$ cat src/rtl/sbr_pkg.sv
package sbr_pkg;

  typedef enum logic [1:0] {
    IDLE          = 2'd0,
    WAIT_BUS_IDLE = 2'd1,
    IN_RESET      = 2'd2,
    RELEASE       = 2'd3
  } sbrState_e;

  // strobes from control to datapath
  typedef struct packed {
    logic rstSet;   // drive bus reset and local reset
    logic rstClr;   // release both resets
    logic cntClr;   // restart the width counter
    logic cntInc;   // advance the width counter
  } sbrStrobe_t;

endpackage

$ cat src/rtl/sbr_ctrl.sv
module sbr_ctrl
  import sbr_pkg::*;
#(
  parameter int MIN_ASSERT_CYCLES = 8,
  parameter int RELEASE_CYCLES    = 4,
  parameter int CNT_W             = 4
) (
  input  logic             clk,
  input  logic             rstN,
  input  logic             ctlBit,
  input  logic             busBusy,
  input  logic [CNT_W-1:0] cnt,
  output sbrStrobe_t       strb
);

  localparam logic [CNT_W-1:0] HOLD_LAST = CNT_W'(MIN_ASSERT_CYCLES - 1);
  localparam logic [CNT_W-1:0] REL_LAST  = CNT_W'(RELEASE_CYCLES - 1);

  sbrState_e stateQ, stateD;
  logic      holdDone, relDone;

  assign holdDone = (cnt >= HOLD_LAST);
  assign relDone  = (cnt >= REL_LAST);

  always_comb begin
    stateD = stateQ;
    strb   = '0;
    unique case (stateQ)
      IDLE: begin
        if (ctlBit) begin
          if (!busBusy) begin
            stateD      = IN_RESET;
            strb.rstSet = 1'b1;
            strb.cntClr = 1'b1;
          end else begin
            stateD = WAIT_BUS_IDLE;
          end
        end
      end
      WAIT_BUS_IDLE: begin
        if (!ctlBit) begin
          stateD = IDLE;
        end else if (!busBusy) begin
          stateD      = IN_RESET;
          strb.rstSet = 1'b1;
          strb.cntClr = 1'b1;
        end
      end
      IN_RESET: begin
        strb.cntInc = 1'b1;
        if (!ctlBit && holdDone) begin
          stateD      = RELEASE;
          strb.rstClr = 1'b1;
          strb.cntClr = 1'b1;
          strb.cntInc = 1'b0;
        end
      end
      RELEASE: begin
        strb.cntInc = 1'b1;
        if (relDone) begin
          stateD      = IDLE;
          strb.cntInc = 1'b0;
        end
      end
      default: stateD = IDLE;
    endcase
  end

  always_ff @(posedge clk or negedge rstN) begin
    if (!rstN) stateQ <= IDLE;
    else       stateQ <= stateD;
  end

  AST_HOLD_MIN_WIDTH: assert property (@(posedge clk) disable iff (!rstN)
    (stateQ == IN_RESET && !holdDone) |=> (stateQ == IN_RESET));

  AST_CLEAR_CANCELS_WAIT: assert property (@(posedge clk) disable iff (!rstN)
    (stateQ == WAIT_BUS_IDLE && !ctlBit) |=> (stateQ == IDLE));

  AST_RECOVERY_HOLD: assert property (@(posedge clk) disable iff (!rstN)
    (stateQ == RELEASE && !relDone) |=> (stateQ == RELEASE));

endmodule

$ cat src/rtl/sbr_dpath.sv
module sbr_dpath
  import sbr_pkg::*;
#(
  parameter int CNT_W = 4
) (
  input  logic             clk,
  input  logic             rstN,
  input  logic             ctlWrEn,
  input  logic             ctlWrData,
  input  sbrStrobe_t       strb,
  output logic             ctlBit,
  output logic [CNT_W-1:0] cnt,
  output logic             busRstN,
  output logic             bufRst
);

  localparam logic [CNT_W-1:0] CNT_MAX = '1;

  logic             ctlBitQ;
  logic [CNT_W-1:0] cntQ;
  logic             busRstNQ;
  logic             bufRstQ;

  // software control bit, resets to 0
  always_ff @(posedge clk or negedge rstN) begin
    if (!rstN)        ctlBitQ <= 1'b0;
    else if (ctlWrEn) ctlBitQ <= ctlWrData;
  end

  // width counter, saturating
  always_ff @(posedge clk or negedge rstN) begin
    if (!rstN)                              cntQ <= '0;
    else if (strb.cntClr)                   cntQ <= '0;
    else if (strb.cntInc && cntQ != CNT_MAX) cntQ <= cntQ + 1'b1;
  end

  // registered reset outputs
  always_ff @(posedge clk or negedge rstN) begin
    if (!rstN) begin
      busRstNQ <= 1'b1;
      bufRstQ  <= 1'b0;
    end else if (strb.rstSet) begin
      busRstNQ <= 1'b0;
      bufRstQ  <= 1'b1;
    end else if (strb.rstClr) begin
      busRstNQ <= 1'b1;
      bufRstQ  <= 1'b0;
    end
  end

  assign ctlBit  = ctlBitQ;
  assign cnt     = cntQ;
  assign busRstN = busRstNQ;
  assign bufRst  = bufRstQ;

  AST_STROBE_EXCLUSIVE: assert property (@(posedge clk) disable iff (!rstN)
    $onehot0({strb.rstSet, strb.rstClr}));

endmodule

$ cat src/rtl/sec_bus_reset_seq.sv
module sec_bus_reset_seq
  import sbr_pkg::*;
#(
  parameter int MIN_ASSERT_CYCLES = 8,
  parameter int RELEASE_CYCLES    = 4
) (
  input  logic clk,
  input  logic rstN,
  input  logic ctlWrEn,
  input  logic ctlWrData,
  input  logic busBusy,
  output logic ctlRdData,
  output logic busRstN,
  output logic bufRst
);

  localparam int LONGEST = (MIN_ASSERT_CYCLES > RELEASE_CYCLES) ? MIN_ASSERT_CYCLES : RELEASE_CYCLES;
  localparam int CNT_W   = $clog2(LONGEST + 1);

  sbrStrobe_t       strb;
  logic             ctlBit;
  logic [CNT_W-1:0] cnt;

  initial begin
    if (MIN_ASSERT_CYCLES < 1 || RELEASE_CYCLES < 1)
      $error("sec_bus_reset_seq: cycle parameters must be at least 1");
  end

  sbr_ctrl #(
    .MIN_ASSERT_CYCLES(MIN_ASSERT_CYCLES),
    .RELEASE_CYCLES   (RELEASE_CYCLES),
    .CNT_W            (CNT_W)
  ) uCtrl (
    .clk    (clk),
    .rstN   (rstN),
    .ctlBit (ctlBit),
    .busBusy(busBusy),
    .cnt    (cnt),
    .strb   (strb)
  );

  sbr_dpath #(
    .CNT_W(CNT_W)
  ) uDpath (
    .clk      (clk),
    .rstN     (rstN),
    .ctlWrEn  (ctlWrEn),
    .ctlWrData(ctlWrData),
    .strb     (strb),
    .ctlBit   (ctlBit),
    .cnt      (cnt),
    .busRstN  (busRstN),
    .bufRst   (bufRst)
  );

  assign ctlRdData = ctlBit;

  AST_DEFER_UNTIL_IDLE: assert property (@(posedge clk) disable iff (!rstN)
    $fell(busRstN) |-> $past(!busBusy));

  AST_ASSERT_NEEDS_BIT: assert property (@(posedge clk) disable iff (!rstN)
    $fell(busRstN) |-> $past(ctlRdData));

endmodule

$ cat config.mk
export PLATFORM = sky130hd
export DESIGN_NAME = sec_bus_reset_seq
export DESIGN_NICKNAME = d
export VERILOG_FILES = /design/src/rtl/sbr_pkg.sv /design/src/rtl/sbr_ctrl.sv /design/src/rtl/sbr_dpath.sv /design/src/rtl/sec_bus_reset_seq.sv
export SDC_FILE = /design/constraint.sdc
export NUM_CORES = 1
export LEC_CHECK = 0
export BUFFER_PORTS_ARGS = -buffer_cell sky130_fd_sc_hd__buf_2
export CELL_PAD_IN_SITES_DETAIL_PLACEMENT = 1
export CELL_PAD_IN_SITES_GLOBAL_PLACEMENT = 2
export CORE_MARGIN = 1
export CORE_UTILIZATION = 28
export DETAILED_ROUTE_END_ITERATION = 6
export PLACE_DENSITY_LB_ADDON = 0.2
export SYNTH_ARGS = -nofsm -noshare
export SYNTH_HDL_FRONTEND = slang
export SYNTH_SLANG_ARGS = --single-unit
export TNS_END_PERCENT = 5
$ cat constraint.sdc
create_clock -name clk -period 1.6 [get_ports clk]
set_clock_uncertainty 0.2 [all_clocks]
set_input_delay 0.24 -clock clk [delete_from_list [all_inputs] [get_ports clk]]
set_output_delay 0.24 -clock clk [all_outputs]
set_load 0.01 [all_outputs]
==> results of run 1 <==
-- cell usage in the layout (no fill, tap or decap), drive strengths merged --
cell	synthesis	layout
a21o	2	2
a21oi	3	3
a31oi	1	1
and2	1	1
buf	0	16
clkbuf	0	4
dfrtp	8	8
dfstp	1	1
dlygate4sd3	0	3
ha	1	1
inv	4	4
maj3	1	1
mux2	1	1
mux2i	4	4
nand2	8	8
nand3	1	1
nand3b	1	1
nor2	1	1
nor3	1	1
nor3b	2	2
o211ai	1	1
o21ai	4	4
o22ai	1	1
-- routing by layer --
metal	share of wire	global-route usage	vias to the layer above
met5	0	0	-
met1	0.40	0.1743	220
li1	-	-	209
met4	0.0081	0.03750	0
met3	0.037	0.07759	2
met2	0.56	0.3108	8
-- timing repair --
action	4_1_cts	5_1_grt
endpoints found under the hold margin	10	0
cloned	0	0
resized for setup	3	5
setup endpoints to repair	5	5
setup buffers	2	0
hold buffers	3	0
pin swaps	3	4
-- cells in the mapped netlist (all sizes together) --
cell / number / area (µm²)
maj3: 1 / 11.26
inv: 4 / 15.01
dfrtp: 8 / 200.2
nor2: 1 / 3.750
a31oi: 1 / 6.260
o211ai: 1 / 7.510
mux2: 1 / 11.26
a21oi: 3 / 15.01
nor3b: 2 / 15.01
o21ai: 4 / 20.02
and2: 1 / 6.260
mux2i: 4 / 40.04
nand2: 8 / 30.03
a21o: 2 / 15.01
nor3: 1 / 5.000
nand3b: 1 / 7.510
nand3: 1 / 5.000
o22ai: 1 / 6.260
ha: 1 / 12.51
dfstp: 1 / 26.28
-- power breakdown --
part	internal, µW	switching (µW)	total, µW
logic	359	305	664
clock network	95.6	71.0	167
registers	332	91.5	424
total	787	467	1250
-- state kept, by name, summed over array words and instances (netlist names) --
register / flops
uDpath.cnt: 4
uCtrl.stateQ: 2
uDpath.bufRst: 1
uDpath.busRstN: 1
uDpath.ctlBit: 1
-- critical path: stages, from the launching register on --
cell,delay (ps)
dfrtp_1,400
ha_4,190
maj3_2,300
o22ai_2,100
nand2_2,80
mux2_4,290
-- path summary, 6_finish.rpt --
check	from	end	cells past startpoint
max in group asynchronous	rstN	uDpath.busRstN	2
hold / removal	rstN	uCtrl.stateQ[0]	2
setup reg to reg	uDpath.cnt[0]	uCtrl.stateQ[0]	5
hold reg to reg	uDpath.bufRst	uDpath.bufRst	1
min in group clk	busBusy	uCtrl.stateQ[0]	4
setup / recovery	uDpath.cnt[0]	uCtrl.stateQ[0]	5
-- cell type report --
type / instances / area [µm²]
Clock buffer: 4 / 26.28
Tap cell: 16 / 20.02
Inverter: 4 / 15.01
Sequential cell: 9 / 226.5
Multi-Input combinational cell: 34 / 259.0
Timing Repair Buffer: 19 / 136.4
Fill cell: 184 / 840.8
-- per-stage QoR --
stage          area [µm²]  hold WS (ps)  setup TNS, ps  std cells
2_1_floorplan       475.5        -255.6         -70.80         47
3_3_place_gp        583.1        -100.7         -293.7         77
3_5_place_dp        583.1        -97.65         -590.1         77
4_1_cts             666.9         164.1         -232.7         86
5_1_grt             683.2         179.4         -607.9         86
6_report            683.2         176.7         -147.7         86
-- logic make-up (layout without fill, tap and decap cells) --
group | Yosys count | count (layout)
AND/OR/NAND/NOR | 15 | 15
AO/OA/AOI/OAI | 12 | 12
flip-flops | 9 | 9
multiplexers | 5 | 5
buffers and inverters | 4 | 27
adder cells (fa/ha/maj) | 2 | 2
==> results.md, run 1 <==
- NumNets Final: between 70 and 80
- Total clock sinks: 9
- Data arrival, critical path: about 1600 ps
- Max Fclk: about 0.6 GHz
- Status: finished, violations left
- Main combinational cell family by area after synthesis: simple AND/OR/NAND/NOR gates
- LEAKAGE: 0.0003228 µW
- DR DRC count: 0
- CTS tree: yes
- Cell Area, Synth: around 460 µm²
- Average wire per standard cell: ~14 µm
- Initial antenna violation count: 0
- Tcrit/Tclk final: 1.051
- Compound-gate portion of the synthesized area: 0.1526
- Worst Setup Path Type: register to register
- Max-Cap Viols: 0
- Min setup slack post-route: -82.15 ps
- R2r setup slk: -80 ps
- Min Tclk post-route: between 1500 and 2000 ps
- Flop and latch count out of synthesis: 9
- Root Driver: clkbuf_4
- Ys Warns: 0
- Slew Limit Fails: 0
- Post-synthesis sequential area ratio: 0.4932
- Die H: 42.50 µm
- Synth Area in Adders: 0.05177
- Post-synthesis average cell area: between 9 and 10 µm²
- Vias in the first global route: 510
- Mux contribution to synthesized area: 0.1117
- Die width: about 42 µm
- CP required: between 1500 and 2000 ps
- Initial core utilization: 0.3013
- Post-DR vias/cell: about 5.1
- Synth Area in XOR/XNOR: 0
- PwrDens: around 1800 mW/mm²
- DRT Wirelength: roughly 1200 µm
- Top-Level Pins: 8
- Fin. Hold Viols: 0
- CP startpoint kind: register
- P&R area growth vs syn: 48.77%
- Overflow after GRT: 0
- Tightest Pin Transition: 373.9 ps
- Worst-path clk slew: 60 ps
- Clk Latency, worst-skew pair: around 250 ps
- Hold crit path type: input pin to asynchronous set/reset pin
- First-pass GRT wire length: roughly 2200 µm
- DRT Pass-1 Iters: 2
- GRT Util Overall: 0.1696
- Post-synthesis simple-gate area fraction: 0.1580
- Unique masters post-synth: 20
- CTS max path bufs: 2
- Cells after Synth: 47
- Vias: between 400 and 500
- Worst vdd ir: roughly 760 µV
- Die footprint: approximately 0.0018 mm²
- CP Max Fanout: 6
- H-Tree Depth: 1
- Largest net degree at the start of global routing: 10
- RSZ-0062 raised after global routing: yes
- Setup crit end kind: register
- FP Rows: 14
- Hpwl dp: 952.1 µm
- RD Place Congestion: 0.7394
- IO buf count: 7
- Core region area: roughly 0.0015 mm²
- Iter 0 DRT Violations: 3
- Setup-failing EPs final: 5
- Total Power: ~1300 µW
- Total CTS buffers: 3
- Diodes inserted: 0
- Share of cells above drive strength 1: 0.4000
- Failing checks: negative setup slack
- Dpl ws: -141.2 ps
- Worst slew margin: 0.7496
- Post-DRT Antenna Nets: 0
- Fin util: 0.4483
- Syn nets: between 50 and 60
(Power assumes the default switching activity.)
==> run 2, diff against run 1 <==
--- a/config.mk
+++ b/config.mk
@@ -6,7 +6,7 @@
 export NUM_CORES = 1
 export LEC_CHECK = 0
 export BUFFER_PORTS_ARGS = -buffer_cell sky130_fd_sc_hd__buf_2
-export CELL_PAD_IN_SITES_DETAIL_PLACEMENT = 1
+export CELL_PAD_IN_SITES_DETAIL_PLACEMENT = 0
 export CELL_PAD_IN_SITES_GLOBAL_PLACEMENT = 2
 export CORE_MARGIN = 1
 export CORE_UTILIZATION = 28
==> results.md, run 2 (synthesis results as in run 1) <==
- CP Capture Point: uCtrl.stateQ[0] (unchanged)
- R2r setup slk: -100 ps (was -80 ps)
- Switching Fraction: 0.3693 (was 0.3726)
- IO buf count: 7 (unchanged)
- Die footprint: 0.001806 mm² (unchanged)
- Worst vdd ir: 649.6 µV (was 755.6 µV)
- Share of cells above drive strength 1: 0.4143 (was 0.4000)
- P&R area growth vs syn: 49.32% (was 48.77%)
- Initial core utilization: 0.3013 (unchanged)
- CP required: 1550 ps (was 1540 ps)
- RSZ-0062 raised after global routing: yes (unchanged)
- Average wire per standard cell: 12.37 µm (was 14.33 µm)
- CP Launch Point: uDpath.cnt[0] (unchanged)
- Post-DRT Antenna Nets: 0 (unchanged)
- Status: finished, violations left (unchanged)
- R2R cell count: 5 (unchanged)
- Setup-failing EPs final: 5 (unchanged)
- Max-Cap Viols: 0 (unchanged)
- GRT Util Overall: 0.1330 (was 0.1696)
- Logic pwr share: 0.531 (was 0.529)
- First-pass GRT wire length: 1711 µm (was 2221 µm)
- Die H: 42.50 µm (unchanged)
- DRT Wirelength: 1064 µm (was 1232 µm)
- CTS max path bufs: 2 (unchanged)
- Setup crit end kind: register (unchanged)
- Clk Latency, worst-skew pair: 260 ps (was 250 ps)
- DR DRC count: 0 (unchanged)
- RR Startpoint: uDpath.cnt[0] (unchanged)
- Initial antenna violation count: 0 (unchanged)
- PwrDens: 1858 mW/mm² (was 1836 mW/mm²)
- RR Endpoint: uCtrl.stateQ[0] (unchanged)
- Core region area: 0.001524 mm² (unchanged)
- FP Rows: 14 (unchanged)
- Die width: 42.50 µm (unchanged)
- Overflow after GRT: 0 (unchanged)
- Total Power: 1274 µW (was 1254 µW)
- Failing checks: negative setup slack (unchanged)
- Data arrival, critical path: 1640 ps (was 1620 ps)
- H-Tree Depth: 1 (unchanged)
- Worst slew margin: 0.7520 (was 0.7496)
- Max reg flops: 4 (unchanged)
- Root Driver: clkbuf_4 (unchanged)
- Fin. Hold Viols: 0 (unchanged)
- Iter 0 DRT Violations: 7 (was 3)
- Min Tclk post-route: 1696 ps (was 1682 ps)
- Vias in the first global route: 413 (was 510)
- Int Pwr: 803.8 µW (was 787.0 µW)
- LEAKAGE: 0.0003219 µW (was 0.0003228 µW)
- Hold crit path type: input pin to asynchronous set/reset pin (unchanged)
- Power share of the clock group: 0.141 (was 0.133)
- CTS tree: yes (unchanged)
- Post-DR vias/cell: 4.953 (was 5.105)
- P_sw: 470.5 µW (was 467.3 µW)
- RD Place Congestion: 0.7394 (unchanged)
- CP Max Fanout: 6 (unchanged)
- Tcrit/Tclk final: 1.060 (was 1.051)
- Vias: 426 (was 439)
- Diodes inserted: 0 (unchanged)
- Most frequent cells in the layout: buf_4 (8), dfrtp_1 (8), buf_2 (7) (was buf_4 (8), dfrtp_1 (8), nand2_1 (7), buf_2 (7))
- Hpwl dp: 758.4 µm (was 952.1 µm)
- Sequential power share: 0.327 (was 0.338)
- Tightest Pin Transition: 370.4 ps (was 373.9 ps)
- CP startpoint kind: register (unchanged)
- Max Fclk: 0.5896 GHz (was 0.5945 GHz)
- Min setup slack post-route: -96.20 ps (was -82.15 ps)
- Total clock sinks: 9 (unchanged)
- Slew Limit Fails: 0 (unchanged)
- Largest net degree at the start of global routing: 10 (unchanged)
- Worst-path clk slew: 70 ps (was 60 ps)
- DRT Pass-1 Iters: 4 (was 2)
- Top-Level Pins: 8 (unchanged)
- NumNets Final: 77 (unchanged)
- Worst Setup Path Type: register to register (unchanged)
- Fin util: 0.4499 (was 0.4483)
- Total CTS buffers: 3 (unchanged)
==> run 2: cell counts in the layout (fill, tap and decap cells not counted) <==
No cell type changed its count.
==> run 2: layout make-up <==
cell class              instances  area (µm²)
clock buffers                   4       26.28
fillers                       154       838.3
inverters                       4       15.01
multi-input cells              34       261.5
flip-flops and latches          9       226.5
well taps                      16       20.02
repair buffers                 19       136.4
==> run 2: per-layer routing <==
layer	part of all wire	global-route usage
met1	0.47	0.1555
met2	0.50	0.2154
met3	0.034	0.02586
met4	0	0.09375
met5	0	0
==> run 2: how the worst min path moves through the flow <==
stage | from | endpoint | slack (ps) | depth (start not counted)
after global routing | rstN | uDpath.ctlBit | 180 | 2
after global placement | rstN | uCtrl.stateQ[0] | -100 | 1
after CTS | rstN | uDpath.ctlBit | 150 | 2
final | rstN | uDpath.ctlBit | 160 | 2
after floorplan | rstN | uCtrl.stateQ[0] | -260 | 0
after detailed placement | rstN | uDpath.ctlBit | -100 | 1
==> run 2: critical path, cell delays in order (launching register included) <==
cell and delay [ps]:
dfrtp_1 410, ha_4 190, maj3_2 300, o22ai_2 110, nand2_2 90, mux2_4 290
==> run 2: timing repair <==
item                       in CTS  in global routing
hold buffers                    3                  0
resized for setup               5                  3
setup endpoints to repair       5                  6
hold endpoints to repair       10                  0
setup buffers                   2                  0
pin swaps                       6                  1
==> run 2: power groups by stage <==
| stage | logic, µW | clock network (µW) | registers, µW |
|---|---|---|---|
| after floorplan | 311 | 0 | 445 |
| after global placement | 529 | 0 | 416 |
| after detailed placement | 547 | 0 | 422 |
| after CTS | 649 | 195 | 417 |
| after global routing | 740 | 205 | 431 |
| final | 677 | 180 | 417 |
==> run 2: through the flow <==
stage          hold WS [ps]  setup slack [ps]  area, µm²  instances  setup TNS [ps]
2_1_floorplan        -255.6            -70.80      475.5         47          -70.80
3_3_place_gp         -100.7            -77.07      583.1         77          -293.7
3_5_place_dp         -96.63            -112.3      583.1         77          -457.2
4_1_cts               150.4            -96.23      673.1         86          -207.8
5_1_grt               177.4            -153.0      685.7         86          -586.7
6_report              157.2            -96.20      685.7         86          -199.9
